## src/rtl/gf4_kara_pkg.sv

```systemverilog
package gf4_kara_pkg;

  // Control state of one subfield unit.
  typedef enum logic {
    UNIT_IDLE = 1'b0,
    UNIT_RUN  = 1'b1
  } unit_state_e;

  // Number of partial products of the four-term split.
  localparam int NUM_PARTIALS = 9;
  localparam int NUM_COEFFS   = 4;

  function automatic int ceil_div(input int num, input int den);
    return (num + den - 1) / den;
  endfunction

endpackage

```

## src/rtl/gfm_digit_mul.sv

```systemverilog
module gfm_digit_mul #(
  parameter int          M    = 7,
  parameter int          D    = 2,
  parameter logic [M-1:0] POLY = 7'h03
) (
  input  logic         clk,
  input  logic         rst,
  input  logic         go_i,
  input  logic [M-1:0] a_i,
  input  logic [M-1:0] b_i,
  output logic         busy_o,
  output logic         done_o,
  output logic [M-1:0] p_o
);
  import gf4_kara_pkg::*;

  localparam int NDIG = ceil_div(M, D);
  localparam int PADW = NDIG * D;
  localparam int CW   = $clog2(NDIG + 1);

  logic [M-1:0]    a_q;
  logic [PADW-1:0] b_q;
  logic [M-1:0]    acc_q;
  logic [CW-1:0]   cnt_q;
  logic            done_q;
  unit_state_e     state;

  // Multiply by y and reduce by y^M + POLY.
  function automatic logic [M-1:0] times_y(input logic [M-1:0] v);
    logic [M-1:0] r;
    r = {v[M-2:0], 1'b0};
    if (v[M-1]) r = r ^ POLY;
    return r;
  endfunction

  // One digit step, most significant digit bit first: acc*y^D + a*digit.
  function automatic logic [M-1:0] digit_step(input logic [M-1:0] acc,
                                              input logic [M-1:0] a,
                                              input logic [D-1:0] dig);
    logic [M-1:0] r;
    r = acc;
    for (int j = D - 1; j >= 0; j--) begin
      r = times_y(r);
      if (dig[j]) r = r ^ a;
    end
    return r;
  endfunction

  assign state  = (cnt_q != '0) ? UNIT_RUN : UNIT_IDLE;
  assign busy_o = (state == UNIT_RUN);

  always_ff @(posedge clk) begin
    if (rst) begin
      a_q    <= '0;
      b_q    <= '0;
      acc_q  <= '0;
      cnt_q  <= '0;
      done_q <= 1'b0;
    end else begin
      done_q <= 1'b0;
      if (go_i && state == UNIT_IDLE) begin
        a_q   <= a_i;
        b_q   <= PADW'(b_i);
        acc_q <= '0;
        cnt_q <= CW'(NDIG);
      end else if (state == UNIT_RUN) begin
        acc_q <= digit_step(acc_q, a_q, b_q[PADW-1 -: D]);
        b_q   <= b_q << D;
        cnt_q <= cnt_q - CW'(1);
        if (cnt_q == CW'(1)) done_q <= 1'b1;
      end
    end
  end

  assign done_o = done_q;
  assign p_o    = acc_q;

  // a running unit keeps counting down even if go_i is raised again.
  p_count_steps_r4: assert property (@(posedge clk) disable iff (rst)
    busy_o |=> (cnt_q == $past(cnt_q) - CW'(1)));

  // completion is flagged only after the final digit step.
  p_done_after_last_r3: assert property (@(posedge clk) disable iff (rst)
    done_o |-> ($past(cnt_q) == CW'(1)));

  // a completing unit is idle in the completion cycle.
  p_done_idle_r3: assert property (@(posedge clk) disable iff (rst)
    done_o |-> !busy_o);

endmodule

```

## src/rtl/kara_operand_sums.sv

```systemverilog
module kara_operand_sums #(
  parameter int M = 7
) (
  input  logic [3:0][M-1:0] a_i,
  input  logic [3:0][M-1:0] b_i,
  output logic [8:0][M-1:0] opa_o,
  output logic [8:0][M-1:0] opb_o
);

  // Forms the nine operand pairs of the four-term Karatsuba split.
  function automatic logic [8:0][M-1:0] pair_terms(input logic [3:0][M-1:0] v);
    logic [8:0][M-1:0] t;
    logic [M-1:0]      lo, hi;
    lo   = v[0] ^ v[1];
    hi   = v[2] ^ v[3];
    t[0] = v[0];
    t[1] = v[1];
    t[2] = v[2];
    t[3] = v[3];
    t[4] = lo;
    t[5] = v[0] ^ v[2];
    t[6] = v[1] ^ v[3];
    t[7] = hi;
    t[8] = lo ^ hi;
    return t;
  endfunction

  assign opa_o = pair_terms(a_i);
  assign opb_o = pair_terms(b_i);

endmodule

```

## src/rtl/kara_combine.sv

```systemverilog
module kara_combine #(
  parameter int M = 7
) (
  input  logic [8:0][M-1:0] q_i,
  output logic [3:0][M-1:0] c_o
);

  // Merges the partial products and folds x^4 = x + 1 in one network.
  function automatic logic [3:0][M-1:0] fold_partials(input logic [8:0][M-1:0] q);
    logic [3:0][M-1:0] c;
    logic [M-1:0]      s01, s012, s67, s57;
    s01  = q[0] ^ q[1];
    s012 = s01 ^ q[2];
    s67  = q[6] ^ q[7];
    s57  = q[5] ^ q[7];
    c[0] = s012 ^ q[3] ^ q[6];
    c[1] = q[0] ^ q[4] ^ s67;
    c[2] = s01 ^ s57;
    c[3] = s012 ^ q[4] ^ s57 ^ q[6] ^ q[8];
    return c;
  endfunction

  assign c_o = fold_partials(q_i);

endmodule

```

## src/rtl/gf4_karatsuba_mul.sv

```systemverilog
module gf4_karatsuba_mul #(
  parameter int           M    = 7,
  parameter int           D    = 2,
  parameter logic [M-1:0] POLY = 7'h03
) (
  input  logic         clk,
  input  logic         rst,
  input  logic         start,
  input  logic [M-1:0] a0,
  input  logic [M-1:0] a1,
  input  logic [M-1:0] a2,
  input  logic [M-1:0] a3,
  input  logic [M-1:0] b0,
  input  logic [M-1:0] b1,
  input  logic [M-1:0] b2,
  input  logic [M-1:0] b3,
  output logic         done,
  output logic [M-1:0] c0,
  output logic [M-1:0] c1,
  output logic [M-1:0] c2,
  output logic [M-1:0] c3
);
  import gf4_kara_pkg::*;

  localparam int NDIG = ceil_div(M, D);
  localparam int LAT  = NDIG + 1;
  localparam int LW   = $clog2(LAT + 2);

  logic [3:0][M-1:0]              a_vec, b_vec;
  logic [NUM_PARTIALS-1:0][M-1:0] opa, opb, part;
  logic [NUM_PARTIALS-1:0]        sub_done, sub_busy;
  logic [3:0][M-1:0]              comb_c;
  logic [3:0][M-1:0]              c_q;
  logic                           busy_q, done_q;
  logic                           go, all_done;

  assign a_vec = {a3, a2, a1, a0};
  assign b_vec = {b3, b2, b1, b0};

  assign go       = start && !busy_q;
  assign all_done = &sub_done;

  kara_operand_sums #(.M(M)) u_sums (
    .a_i  (a_vec),
    .b_i  (b_vec),
    .opa_o(opa),
    .opb_o(opb)
  );

  for (genvar g = 0; g < NUM_PARTIALS; g++) begin : g_unit
    gfm_digit_mul #(.M(M), .D(D), .POLY(POLY)) u_mul (
      .clk   (clk),
      .rst   (rst),
      .go_i  (go),
      .a_i   (opa[g]),
      .b_i   (opb[g]),
      .busy_o(sub_busy[g]),
      .done_o(sub_done[g]),
      .p_o   (part[g])
    );
  end

  kara_combine #(.M(M)) u_comb (
    .q_i(part),
    .c_o(comb_c)
  );

  always_ff @(posedge clk) begin
    if (rst) begin
      busy_q <= 1'b0;
      done_q <= 1'b0;
      c_q    <= '0;
    end else begin
      done_q <= all_done;
      if (all_done) begin
        c_q    <= comb_c;
        busy_q <= 1'b0;
      end else if (go) begin
        busy_q <= 1'b1;
      end
    end
  end

  assign done = done_q;
  assign c0   = c_q[0];
  assign c1   = c_q[1];
  assign c2   = c_q[2];
  assign c3   = c_q[3];

  // Checker counter: edges since the accepting edge.
  logic [LW-1:0] lat_q;
  always_ff @(posedge clk) begin
    if (rst)         lat_q <= '0;
    else if (go)     lat_q <= LW'(1);
    else if (busy_q) lat_q <= lat_q + LW'(1);
  end

  // the nine units finish together.
  p_lockstep_r2: assert property (@(posedge clk) disable iff (rst)
    (|sub_done) |-> (&sub_done));

  // the units finish NDIG edges after acceptance, so done lands one later.
  p_latency_r3: assert property (@(posedge clk) disable iff (rst)
    all_done |-> (lat_q == LW'(LAT)));

  // done is a single-cycle pulse.
  p_done_pulse_r3: assert property (@(posedge clk) disable iff (rst)
    done |=> !done);

  // a start during a run leaves the run in place.
  p_start_ignored_r4: assert property (@(posedge clk) disable iff (rst)
    (start && busy_q && !all_done) |=> (busy_q && $stable(lat_q) == 1'b0));

  // results change only with a done pulse.
  p_hold_r5: assert property (@(posedge clk) disable iff (rst)
    !done |-> $stable(c_q));

  // acceptance finds every unit idle, and a start in the done cycle begins a run.
  p_units_idle_r6: assert property (@(posedge clk) disable iff (rst)
    go |-> (sub_busy == '0));
  p_back_to_back_r6: assert property (@(posedge clk) disable iff (rst)
    (done && start) |=> busy_q);

endmodule

```

## config.mk

```make
export PLATFORM = sky130hd
export DESIGN_NAME = gf4_karatsuba_mul
export DESIGN_NICKNAME = d
export VERILOG_FILES = /design/src/rtl/gf4_kara_pkg.sv /design/src/rtl/gfm_digit_mul.sv /design/src/rtl/kara_operand_sums.sv /design/src/rtl/kara_combine.sv /design/src/rtl/gf4_karatsuba_mul.sv
export SDC_FILE = /design/constraint.sdc
export NUM_CORES = 1
export LEC_CHECK = 0
export CAP_MARGIN = 20
export CELL_PAD_IN_SITES_DETAIL_PLACEMENT = 1
export CELL_PAD_IN_SITES_GLOBAL_PLACEMENT = 1
export CORE_ASPECT_RATIO = 1.25
export CORE_UTILIZATION = 30
export DETAILED_ROUTE_END_ITERATION = 10
export GPL_TIMING_DRIVEN = 0
export PLACE_DENSITY = 0.63
export SYNTH_ARGS = -nofsm -noshare
export SYNTH_HDL_FRONTEND = slang
export SYNTH_HIERARCHICAL = 1
export SYNTH_SLANG_ARGS = --single-unit
```

## constraint.sdc

```tcl
create_clock -name clk -period 1.5 [get_ports clk]
set_input_delay 0.3 -clock clk [delete_from_list [all_inputs] [get_ports clk]]
set_output_delay 0.3 -clock clk [all_outputs]
set_load 0.02 [all_outputs]
```

==> results.json <==
{
  "core-area_um2": 51700,
  "syn_area_um2": 15800,
  "max_freq_ghz": 0.664,
  "critPathBufInv": 3,
  "p_int_mw": 19.9,
  "grt_pass1_vias": 12500,
  "crit_chain": "nor2b_4 > buf_12 > buf_4 > buf_4 > mux2i_1 > nor3_1",
  "slew_viol_final": 0,
  "cts_tree": "done",
  "htree_levels": 1,
  "die_w_um": 207,
  "post_drt_wl_per_cell_um": 20.5,
  "clockBufferDepth": 3,
  "dp_cells": 2398,
  "layout_min_cycle_time_ns": 1.51,
  "num_vias": 11900,
  "swShare_pct": 38.3,
  "grt_max_degree": 23,
  "syn-num-nets": 1732,
  "dpl_cell_area_um2": 17500,
  "hold_viol_final": 0,
  "overflow": 0,
  "antenna_found_initial": 0,
  "syn_area_per_cell_um2": 9.57,
  "worst_setup_path_end_kind": "flip-flop",
  "ios": 88,
  "clock_power_share_pct": 22.7,
  "cpMaxStageDelayCell": "dfxtp_1",
  "yosys_register_bits": 264,
  "setup_viol": 2,
  "first_iter_violations": 489,
  "ir_drop_uv": 758,
  "die-area_um2": 53400,
  "seq_power_share_pct": 31.4,
  "clk_pin_slew_ns": 0.06,
  "stdcell_count": 2471,
  "drt_first_pass_iters": 11,
  "yosys.area.top_type_share_pct": 33.6,
  "syn_inst": 1646,
  "synth-edff-count": 0,
  "grt_pass1_wl_um": 76900,
  "n_antenna_cell": 0,
  "drt-total-wl_um": 50700,
  "leakagePower_nw": 7.57,
  "cts_made_buffers": 30,
  "tightest_slew_ns": 0.639,
  "multi_input_area_um2": 9310,
  "skew_ns": 0.00846,
  "status": "finished, violations left",
  "setup_tns_ns": -0.00911,
  "clockRootBuffer": "clkbuf_16",
  "violations": "DRC, setup timing",
  "cts.sinks": 264,
  "slowest_delay_ns": 0.33,
  "cp-start-kind": "flip-flop",
  "hold_buffers": 0,
  "ys_seq_area_share_pct": 33.6,
  "cap_violations": 0,
  "cp_max_fo": 10,
  "place_congestion": 0.826,
  "die_h_um": 258,
  "numPortBuffers": 87,
  "yosys-top-cells-area": "dfxtp_1 34%, xnor3_1 6.6%, mux2i_1 6.4%, nand2_1 5.5%, xor2_1 5.1%",
  "rsz0062_at_grt": "yes",
  "synthFlopType": "dfxtp_1",
  "crit_arrival_ns": 1.94,
  "whs_ns": 0.348,
  "drc": 1,
  "grt_use_total_pct": 19.1,
  "synth_largest_area_cell": "dfxtp_1",
  "p_sw_mw": 12.4,
  "worstSetupPathType": "flip-flop to flip-flop",
  "ys_types": 44,
  "drive_above_1_share_pct": 25.4,
  "hp-class": "input pin to flip-flop",
  "fin_nets": 1876,
  "power_density_nw_per_um2": 1700,
  "route.antenna.remaining_nets": 0,
  "yosysWarnings": 6,
  "rows": 93,
  "dpl.hpwl_um": 39400,
  "combinationalPowerShare_pct": 45.8,
  "power_mw": 32.3,
  "final_cell_area_um2": 19000,
  "cp_common_cell": "buf_4",
  "clock_latency_ns": 0.57,
  "regArea_um2": 5330,
  "vias_per_cell": 4.80,
  "max_slew_margin_pct": 56.8,
  "async_reset_ff_share_pct": 0,
  "syn_to_final_growth_pct": 20.4,
  "crit_required_ns": 1.94,
  "worst_slack_ns": -0.00708,
  "start_util_pct": 30.5,
  "fill_cells": 5904,
  "post-route-period-util_pct": 100,
  "critPathTopFamily": "buffers and inverters"
}
power by group through the flow:
stage	Combinational, mW	Sequential (mW)	Clock [mW]
after global routing	16.2	10.3	7.83
after CTS	14.3	10.1	7.54
final	14.8	10.2	7.34
after floorplan	11.0	9.61	0
after global placement	13.5	10.1	0
after detailed placement	13.8	10.2	0
layer usage:
layer  wire length (um)  track usage [%]  share of wire [%]
met1              21700             23.3                 43
met2              25800             34.5                 51
met3               1280             1.64                2.5
met4               1920             6.67                3.8
met5                  0                0                  0
through the flow:
stage                     setup slack [ns]  utilization [%]
after floorplan                      0.107                -
after global placement               -1.68             33.8
after detailed placement             -1.27             33.8
after CTS                         -0.00211             36.1
after global routing               -0.0728             36.7
final                             -0.00708             36.7
cells in the final DEF (no fill, tap or decap), drive strengths merged, types with 2 or more instances in the layout:
master         netlist  routed
buf                148     199
dfxtp              264     264
nand2              262     262
clkdlybuf4s15        0       3
xor2                93      93
clkinv               0       2
nor3                20      20
xnor3               46      46
clkdlybuf4s50        0      57
o31ai                9       9
nand3b               9       9
o21a                36      36
inv                 27      27
and3                 9       9
a21bo                9       9
nand2b              65      65
ha                  27      27
clkbuf              16      62
a21oi               90      90
nor2               109     109
and2b                5       5
and4b                9       9
and2                 9       9
nor4b                9       9
nand3               73      73
xnor2               96      96
nor2b               14      14
mux2i              100     100
a211oi              90      90
worst min-delay path: stages:
cell	delay, ns
clkdlybuf4s50_1	0.42
nor2_1	0.10
nor3_1	0.05
registers in the layout, indices dropped and copies added (netlist names):
name and count:
g_unit.u_mul/b_q 72, g_unit.u_mul/a_q 63, g_unit.u_mul/p_o 63, g_unit.u_mul/cnt_q 27, g_unit.u_mul/done_o 9, c0 7, c1 7, c2 7
c3 7, busy_q 1, done 1
Yosys cell counts, types with 4 or more instances:
master	number
a211oi_1	52
a211oi_2	38
a21bo_4	9
a21oi_1	90
and2_1	9
and2b_1	5
and3_1	9
and4b_1	9
buf_1	4
buf_2	13
buf_4	71
buf_6	55
buf_8	5
clkbuf_1	16
dfxtp_1	264
ha_1	27
inv_1	18
inv_4	9
mux2i_1	100
nand2_1	229
nand2_2	24
nand2_8	9
nand2b_1	56
nand2b_2	5
nand2b_4	4
nand3_1	73
nand3b_1	9
nor2_1	109
nor2b_1	5
nor2b_2	5
nor2b_4	4
nor3_1	19
nor4b_1	9
o21a_1	36
o31ai_1	5
o31ai_2	4
xnor2_1	87
xnor2_2	9
xnor3_1	46
xor2_1	92
final timing paths:
path                                             start                     end  slack [ns]  depth (start not counted)
worst min-delay path                             start                  busy_q        0.35                          3
worst max-delay path                            busy_q  g_unit[2].u_mul/b_q[1]      -0.007                          6
worst max register to register                  busy_q  g_unit[2].u_mul/b_q[1]      -0.007                          6
worst min register to register  g_unit[1].u_mul/b_q[5]  g_unit[1].u_mul/b_q[7]        0.46                          2
final cells by class:
cell class / count / area share [%]
well taps: 665 / 4.39
clock buffers: 45 / 4.84
clock inverters: 3 / 0.211
flip-flops and latches: 264 / 28.1
multi-input cells: 1191 / 49.1
repair buffers: 112 / 4.97
plain buffers: 164 / 7.70
inverters: 27 / 0.719
timing repair:
item                       4_1_cts  5_1_grt
gates cloned                     0        0
setup buffers                    7       18
setup endpoints to repair      282      125
pin swaps                        9        2
resized for setup              169       84
logic make-up after synthesis:
kind of cell,share of synthesized area (%)
XOR/XNOR,17.6
AND/OR/NAND/NOR,19.4
flip-flops,33.6
multiplexers,6.36
adder cells (fa/ha/maj),2.14
buffers and inverters,9.47
AO/OA/AOI/OAI,11.6
No activity file was read; power rests on OpenSTA's default activity.
